--- config.mk ---
export PLATFORM = sky130hd
export DESIGN_NAME = lut_evt_detect
export DESIGN_NICKNAME = d
export VERILOG_FILES = /design/src/rtl/lut_evt_pkg.sv /design/src/rtl/lut_evt_cfg.sv /design/src/rtl/lut_evt_match.sv /design/src/rtl/lut_evt_flag.sv /design/src/rtl/lut_evt_detect.sv
export SDC_FILE = /design/constraint.sdc
export NUM_CORES = 1
export LEC_CHECK = 0
export CORE_AREA = 2 2 39 41
export CTS_CLUSTER_SIZE = 16
export DETAILED_ROUTE_END_ITERATION = 8
export DIE_AREA = 0 0 41 43
export PLACE_DENSITY = 0.72
export REMOVE_ABC_BUFFERS = 1
export SYNTH_ARGS = -nofsm -noshare
export SYNTH_HDL_FRONTEND = slang
export SYNTH_HIERARCHICAL = 1
export SYNTH_SLANG_ARGS = --single-unit
--- constraint.sdc ---
create_clock -name clk -period 1.2 [get_ports clk]
set_input_delay 0.18 -clock clk [delete_from_list [all_inputs] [get_ports clk]]
set_output_delay 0.18 -clock clk [all_outputs]
set_load 0.005 [all_outputs]
--- src/rtl/lut_evt_pkg.sv ---
package lut_evt_pkg;
  localparam int LUT_SEL_W  = 2;
  localparam int LUT_MODE_W = 2;
  localparam int LUT_FIELD_W = LUT_SEL_W + LUT_MODE_W;

  typedef enum logic [LUT_MODE_W-1:0] {
    EVM_OFF = 2'b00,
    EVM_ANY = 2'b01,
    EVM_RD  = 2'b10,
    EVM_WR  = 2'b11
  } evt_mode_e;

  typedef struct packed {
    evt_mode_e            mode;
    logic [LUT_SEL_W-1:0] sel;
  } evt_cfg_t;
endpackage

--- src/rtl/lut_evt_cfg.sv ---
module lut_evt_cfg
  import lut_evt_pkg::*;
#(
  parameter int CODE_W  = 8,
  parameter int SLOT_W  = 2,
  parameter int MY_SLOT = 0
) (
  input  logic              clk,
  input  logic              rst_n,
  input  logic              cfg_stb,
  input  logic [SLOT_W-1:0] cfg_slot,
  input  logic [CODE_W-1:0] cfg_code,
  output evt_cfg_t          cfg_q,
  output logic              cfg_load
);
  localparam logic [SLOT_W-1:0] SLOT_ID = SLOT_W'(MY_SLOT);

  logic     group_ok;
  evt_cfg_t cfg_d;

  assign cfg_load = cfg_stb && (cfg_slot == SLOT_ID);

  generate
    if (CODE_W > LUT_FIELD_W) begin : g_grp
      assign group_ok = (cfg_code[CODE_W-1:LUT_FIELD_W] == '0);
    end else begin : g_nogrp
      assign group_ok = 1'b1;
    end
  endgenerate

  always_comb begin
    cfg_d.sel  = cfg_code[LUT_SEL_W-1:0];
    cfg_d.mode = group_ok ? evt_mode_e'(cfg_code[LUT_FIELD_W-1:LUT_SEL_W]) : EVM_OFF;
  end

  always_ff @(posedge clk or negedge rst_n) begin
    if (!rst_n) begin
      cfg_q <= '{mode: EVM_OFF, sel: '0};
    end else if (cfg_load) begin
      cfg_q <= cfg_d;
    end
  end

  AST_FOREIGN_SLOT_KEEPS: assert property (@(posedge clk) disable iff (!rst_n)
    (cfg_stb && cfg_slot != SLOT_ID) |=> $stable(cfg_q));

  AST_FOREIGN_GROUP_OFF: assert property (@(posedge clk) disable iff (!rst_n)
    (cfg_load && !group_ok) |=> (cfg_q.mode == EVM_OFF));
endmodule

--- src/rtl/lut_evt_match.sv ---
module lut_evt_match
  import lut_evt_pkg::*;
#(
  parameter int ADDR_W = 9
) (
  input  logic              clk,
  input  logic              rst_n,
  input  evt_cfg_t          cfg_q,
  input  logic              cmp_rd,
  input  logic              cmp_wr,
  input  logic [ADDR_W-1:0] cmp_addr,
  output logic              hit
);
  localparam int NUM_WATCH  = 1 << LUT_SEL_W;
  localparam int WATCH_BASE = (1 << ADDR_W) - NUM_WATCH;

  logic [NUM_WATCH-1:0] at_watch;
  logic                 addr_hit;
  logic                 kind_ok;

  genvar gi;
  generate
    for (gi = 0; gi < NUM_WATCH; gi++) begin : g_watch
      localparam logic [ADDR_W-1:0] WADDR = ADDR_W'(WATCH_BASE + gi);
      assign at_watch[gi] = (cmp_addr == WADDR);
    end
  endgenerate

  assign addr_hit = at_watch[cfg_q.sel];

  always_comb begin
    unique case (cfg_q.mode)
      EVM_ANY: kind_ok = cmp_rd || cmp_wr;
      EVM_RD:  kind_ok = cmp_rd;
      EVM_WR:  kind_ok = cmp_wr;
      default: kind_ok = 1'b0;
    endcase
  end

  assign hit = addr_hit && kind_ok;

  AST_OFF_NO_HIT: assert property (@(posedge clk) disable iff (!rst_n)
    (cfg_q.mode == EVM_OFF) |-> !hit);

  AST_HIT_IN_WINDOW: assert property (@(posedge clk) disable iff (!rst_n)
    hit |-> ($countones(at_watch) == 1));
endmodule

--- src/rtl/lut_evt_flag.sv ---
module lut_evt_flag (
  input  logic clk,
  input  logic rst_n,
  input  logic hit,
  input  logic cfg_load,
  input  logic poll_stb,
  input  logic wait_req,
  output logic evt_flag,
  output logic wait_stall,
  output logic wait_release
);
  logic ack;

  assign wait_stall   = wait_req && !evt_flag;
  assign wait_release = wait_req && evt_flag;
  assign ack          = poll_stb || wait_release;

  always_ff @(posedge clk or negedge rst_n) begin
    if (!rst_n) begin
      evt_flag <= 1'b0;
    end else if (cfg_load) begin
      evt_flag <= 1'b0;
    end else if (hit) begin
      evt_flag <= 1'b1;
    end else if (ack) begin
      evt_flag <= 1'b0;
    end
  end

  AST_HIT_SETS_FLAG: assert property (@(posedge clk) disable iff (!rst_n)
    (hit && !cfg_load) |=> evt_flag);

  AST_FLAG_STICKY: assert property (@(posedge clk) disable iff (!rst_n)
    (evt_flag && !poll_stb && !wait_req && !cfg_load) |=> evt_flag);

  AST_POLL_CLEARS: assert property (@(posedge clk) disable iff (!rst_n)
    (poll_stb && !hit && !cfg_load) |=> !evt_flag);

  AST_RELEASE_CLEARS: assert property (@(posedge clk) disable iff (!rst_n)
    (wait_release && !hit) |=> !evt_flag);

  AST_CFG_CLEARS: assert property (@(posedge clk) disable iff (!rst_n)
    cfg_load |=> !evt_flag);
endmodule

--- src/rtl/lut_evt_detect.sv ---
module lut_evt_detect
  import lut_evt_pkg::*;
#(
  parameter int ADDR_W  = 9,
  parameter int CODE_W  = 8,
  parameter int SLOT_W  = 2,
  parameter int MY_SLOT = 0
) (
  input  logic              clk,
  input  logic              rst_n,
  input  logic              cfg_stb,
  input  logic [SLOT_W-1:0] cfg_slot,
  input  logic [CODE_W-1:0] cfg_code,
  input  logic              cmp_rd,
  input  logic              cmp_wr,
  input  logic [ADDR_W-1:0] cmp_addr,
  input  logic              poll_stb,
  input  logic              wait_req,
  output logic              evt_flag,
  output logic              wait_stall,
  output logic              wait_release
);
  evt_cfg_t cfg_q;
  logic     cfg_load;
  logic     hit;

  lut_evt_cfg #(.CODE_W(CODE_W), .SLOT_W(SLOT_W), .MY_SLOT(MY_SLOT)) u_cfg (
    .clk(clk), .rst_n(rst_n), .cfg_stb(cfg_stb), .cfg_slot(cfg_slot),
    .cfg_code(cfg_code), .cfg_q(cfg_q), .cfg_load(cfg_load)
  );

  lut_evt_match #(.ADDR_W(ADDR_W)) u_match (
    .clk(clk), .rst_n(rst_n), .cfg_q(cfg_q), .cmp_rd(cmp_rd),
    .cmp_wr(cmp_wr), .cmp_addr(cmp_addr), .hit(hit)
  );

  lut_evt_flag u_flag (
    .clk(clk), .rst_n(rst_n), .hit(hit), .cfg_load(cfg_load),
    .poll_stb(poll_stb), .wait_req(wait_req), .evt_flag(evt_flag),
    .wait_stall(wait_stall), .wait_release(wait_release)
  );

  AST_NO_STALL_AND_RELEASE: assert property (@(posedge clk) disable iff (!rst_n)
    !(wait_stall && wait_release));
endmodule

==> results by group <==
Setup path
  • Crit-path slowest cell: sky130_fd_sc_hd__clkdlybuf4s50_1
  • Cells traversed along the worst timing path: clkdlybuf4s50_1, xnor2_1, nand2_1, a2111oi_2, inv_1, a21oi_1
  • Largest stage delay on the critical path: 480 ps
  • CP Launch Type: primary input
  • Required time reported for the critical path endpoint: 1360 ps
  • Maximum net fanout on the critical path: 1
  • Arrival time of the worst setup path: around 1300 ps
  • Critical Path Sink Type: register
  • Cell family contributing the most delay on the critical path: buffers and inverters
  • Worst setup path category: primary input to register
  • Number of buffer and inverter stages on the critical path: 2

Placed design
  • Number of port buffers: 28
  • HPWL after detailed placement: 706 µm
  • Worst setup slack after placement: -269 ps
  • Final estimated routing congestion in global placement: 0.639

Global routing
  • Antenna violations before repair: 0
  • Total routing usage reported by global routing: 11.0%
  • Grt ovf: 0
  • Via count of the first global-routing pass: 336
  • First-pass GRT wire length: 1280 µm
  • Pin count of the biggest net entering global routing: 6

Timing
  • Share of the clock period used by the worst path: a little over nine tenths
  • Clock Skew: 3.16 ps
  • Worst slew pin tran: 262 ps
  • Max Slew Vio Count: 0
  • Final critical path time including I/O delays and setup: between 1000 and 1500 ps
  • PnR worst setup slack: 39.5 ps
  • RSZ-0062 raised after global routing: true
  • Final Hold Fails: 0
  • Highest clock frequency the design can meet: 0.862 GHz
  • Number of endpoints failing setup at the final stage: 0
  • Worst slew slack as a fraction of its limit: 82.5%

Cells and area
  • Fraction of layout instances using a drive strength above 1: 21.5%
  • Count of antenna diodes in the layout: 0
  • Area added between synthesis and finish: 111%
  • Filler cell count: 136
  • Multi-input combinational cell area: 184 µm²
  • Utilization after layout: roughly 48%
  • Top library cells by usage in the layout, fill and taps aside: sky130_fd_sc_hd__clkdlybuf4s50_1, sky130_fd_sc_hd__dfrtp_1, sky130_fd_sc_hd__buf_4
  • Leading cell type in the layout, fill and taps excluded: sky130_fd_sc_hd__clkdlybuf4s50_1
  • Nets: 92
  • Area taken by flip-flops and latches: 125 µm²

Route
  • Initial DRT Pass Iterations: 1
  • Vias per std cell: 4.44
  • Count of nets left with antenna violations after detail routing: 0
  • Remaining DRCs: 0
  • DRC violation total after the first TritonRoute iteration: 0
  • Final Routed Wirelength: 804 µm
  • Detailed-route wire length per cell: around 10 µm
  • Count of vias placed by the detailed router: 360

Pwr
  • Leakage dissipation: 0.266 nW
  • Power Density: slightly below 800 nW/µm²
  • Combinational fraction of design power: 26.8%
  • Clock network fraction of total power: between 30% and 40%
  • Internal: roughly 410 µW
  • Max IR drop VDD: roughly 0.36 mV
  • Switching Power: 112 µW
  • Sw Ratio: about a fifth
  • Sequential power share: 36.8%

Clock tree
  • Reg clk slew, reported paths: 40 ps
  • Number of H-tree levels: 1
  • Sinks on the clock net: 5
  • Later-pin clock latency in the skew report: 240 ps
  • Clock root buffer: sky130_fd_sc_hd__clkbuf_4
  • Number of buffers added to fix hold violations after cts: 0
  • Deepest clock path buffer count: 2
  • TritonCTS clock tree: yes
  • Total CTS buffers: 3

Die
  • Die width: 41 µm
  • Initial cell density of the core: 22.8%
  • Height of the die: 43 µm
  • IO Count: 29
  • Rows: 14
  • Die Outline Area: 1760 µm²
  • Area of the placeable core: 1380 µm²

Synth
  • Number of instances in the synthesized netlist: 29
  • Portion of the post-synthesis area used by sequential elements: 39.7%
  • Total of warnings raised by yosys: 6
  • Synth unique cells: 19
  • Cell area after technology mapping: 315 µm²
  • Mean area per synthesized cell: 10.9 µm²
  • Register bit count reported by yosys: 5

Run status
  • Result of the run: completed

Min path
  • Worst Hold Class: primary input to asynchronous set/reset pin

Run
  • Count of max-cap constraint violations: 0
## logic make-up after synthesis
logic type                share of synthesized area [%]
buffers and inverters                              3.57
and+or+nand+nor                                    33.7
AOI/OAI and AO/OA                                  10.3
DFF                                                39.7
xor gates and xnor gates                           5.56
muxes                                              7.14
## synthesized netlist by cell type
library cell | instances | area [µm²]
sky130_fd_sc_hd__nand2_1 | 1 | 3.75
sky130_fd_sc_hd__nor2b_1 | 1 | 6.26
sky130_fd_sc_hd__o22ai_1 | 2 | 12.5
sky130_fd_sc_hd__nor3b_4 | 1 | 18.8
sky130_fd_sc_hd__nand4_1 | 1 | 6.26
sky130_fd_sc_hd__nand3b_1 | 1 | 7.51
sky130_fd_sc_hd__a21oi_1 | 1 | 5.00
sky130_fd_sc_hd__a2111oi_1 | 1 | 10.0
sky130_fd_sc_hd__or4bb_1 | 2 | 22.5
sky130_fd_sc_hd__and2b_2 | 1 | 8.76
sky130_fd_sc_hd__and2_2 | 1 | 7.51
sky130_fd_sc_hd__or3b_1 | 1 | 8.76
sky130_fd_sc_hd__o21ai_1 | 1 | 5.00
sky130_fd_sc_hd__nand3_1 | 1 | 5.00
sky130_fd_sc_hd__inv_1 | 3 | 11.3
sky130_fd_sc_hd__or4_4 | 1 | 11.3
sky130_fd_sc_hd__xnor2_1 | 2 | 17.5
sky130_fd_sc_hd__dfrtp_1 | 5 | 125
sky130_fd_sc_hd__mux2_1 | 2 | 22.5
## flip-flops by register name, summed over array words and instances (netlist names)
register and flops:
u_cfg/cfg_q 4, u_flag/evt_flag 1
## power by group through the flow
stage               Combinational [mW]  Sequential [mW]  Clock, mW
floorplan                       0.0423            0.195          0
global placement                 0.140            0.196          0
detailed placement               0.143            0.197          0
CTS                              0.144            0.194      0.198
global route                     0.153            0.196      0.210
finish                           0.141            0.194      0.192
## path summary, 6_finish.rpt
check,cells after the start,start,slack (ps),end
max,6,cmp_addr[1],40,u_flag/evt_flag$_DFFE_PN0P_
min in group clk,3,wait_req,360,u_flag/evt_flag$_DFFE_PN0P_
min reg2reg,1,u_cfg/cfg_q[0]$_DFFE_PN0P_,510,u_cfg/cfg_q[0]$_DFFE_PN0P_
max in group asynchronous,1,rst_n,840,u_cfg/cfg_q[2]$_DFFE_PN0P_
min,1,rst_n,160,u_flag/evt_flag$_DFFE_PN0P_
max reg2reg,4,u_cfg/cfg_q[2]$_DFFE_PN0P_,50,u_flag/evt_flag$_DFFE_PN0P_
## area by class of cell
cell class              instances  share of cell area [%]
clock buffers                   4                    3.95
inverters                       3                    1.69
multi-input cells              21                    27.7
flip-flops and latches          5                    18.8
well taps                      16                    3.01
repair buffers                 32                    44.8
## metrics by stage
step	std cells	cell area, µm²	hold WS [ps]	TNS (ps)	total power, mW
4_1_cts	81	673	173	-6.01	0.536
5_1_grt	81	664	180	-37.2	0.559
3_5_place_dp	76	638	428	-1490	0.340
3_3_place_gp	76	638	418	-1410	0.336
6_report	81	664	164	0	0.526
2_1_floorplan	29	315	-116	0	0.237
## worst register-to-register path: cells and delay by family (launching register included)
kind            cells  cell delay [ps]
buf+inv             1               70
simple gates        1              170
compound gates      2              480
flops               1              370
## timing repair
action | CTS | global route
endpoints found under the hold margin | 0 | 0
gates cloned | 0 | 0
pin swaps | 3 | 2
setup buffers | 1 | 0
setup endpoints to repair | 4 | 4
resized for setup | 8 | 3
## routing by layer
metal / share of wire, % / vias up / routed length, µm / track usage, %
li1: - / 179 / - / -
met1: 32 / 162 / 259 / 11.8
met2: 51 / 19 / 410 / 16.6
met3: 17 / 0 / 135 / 5.76
met4: 0 / 0 / 0 / 6.00
met5: 0 / - / 0 / 0
(Power assumes the default switching activity.)
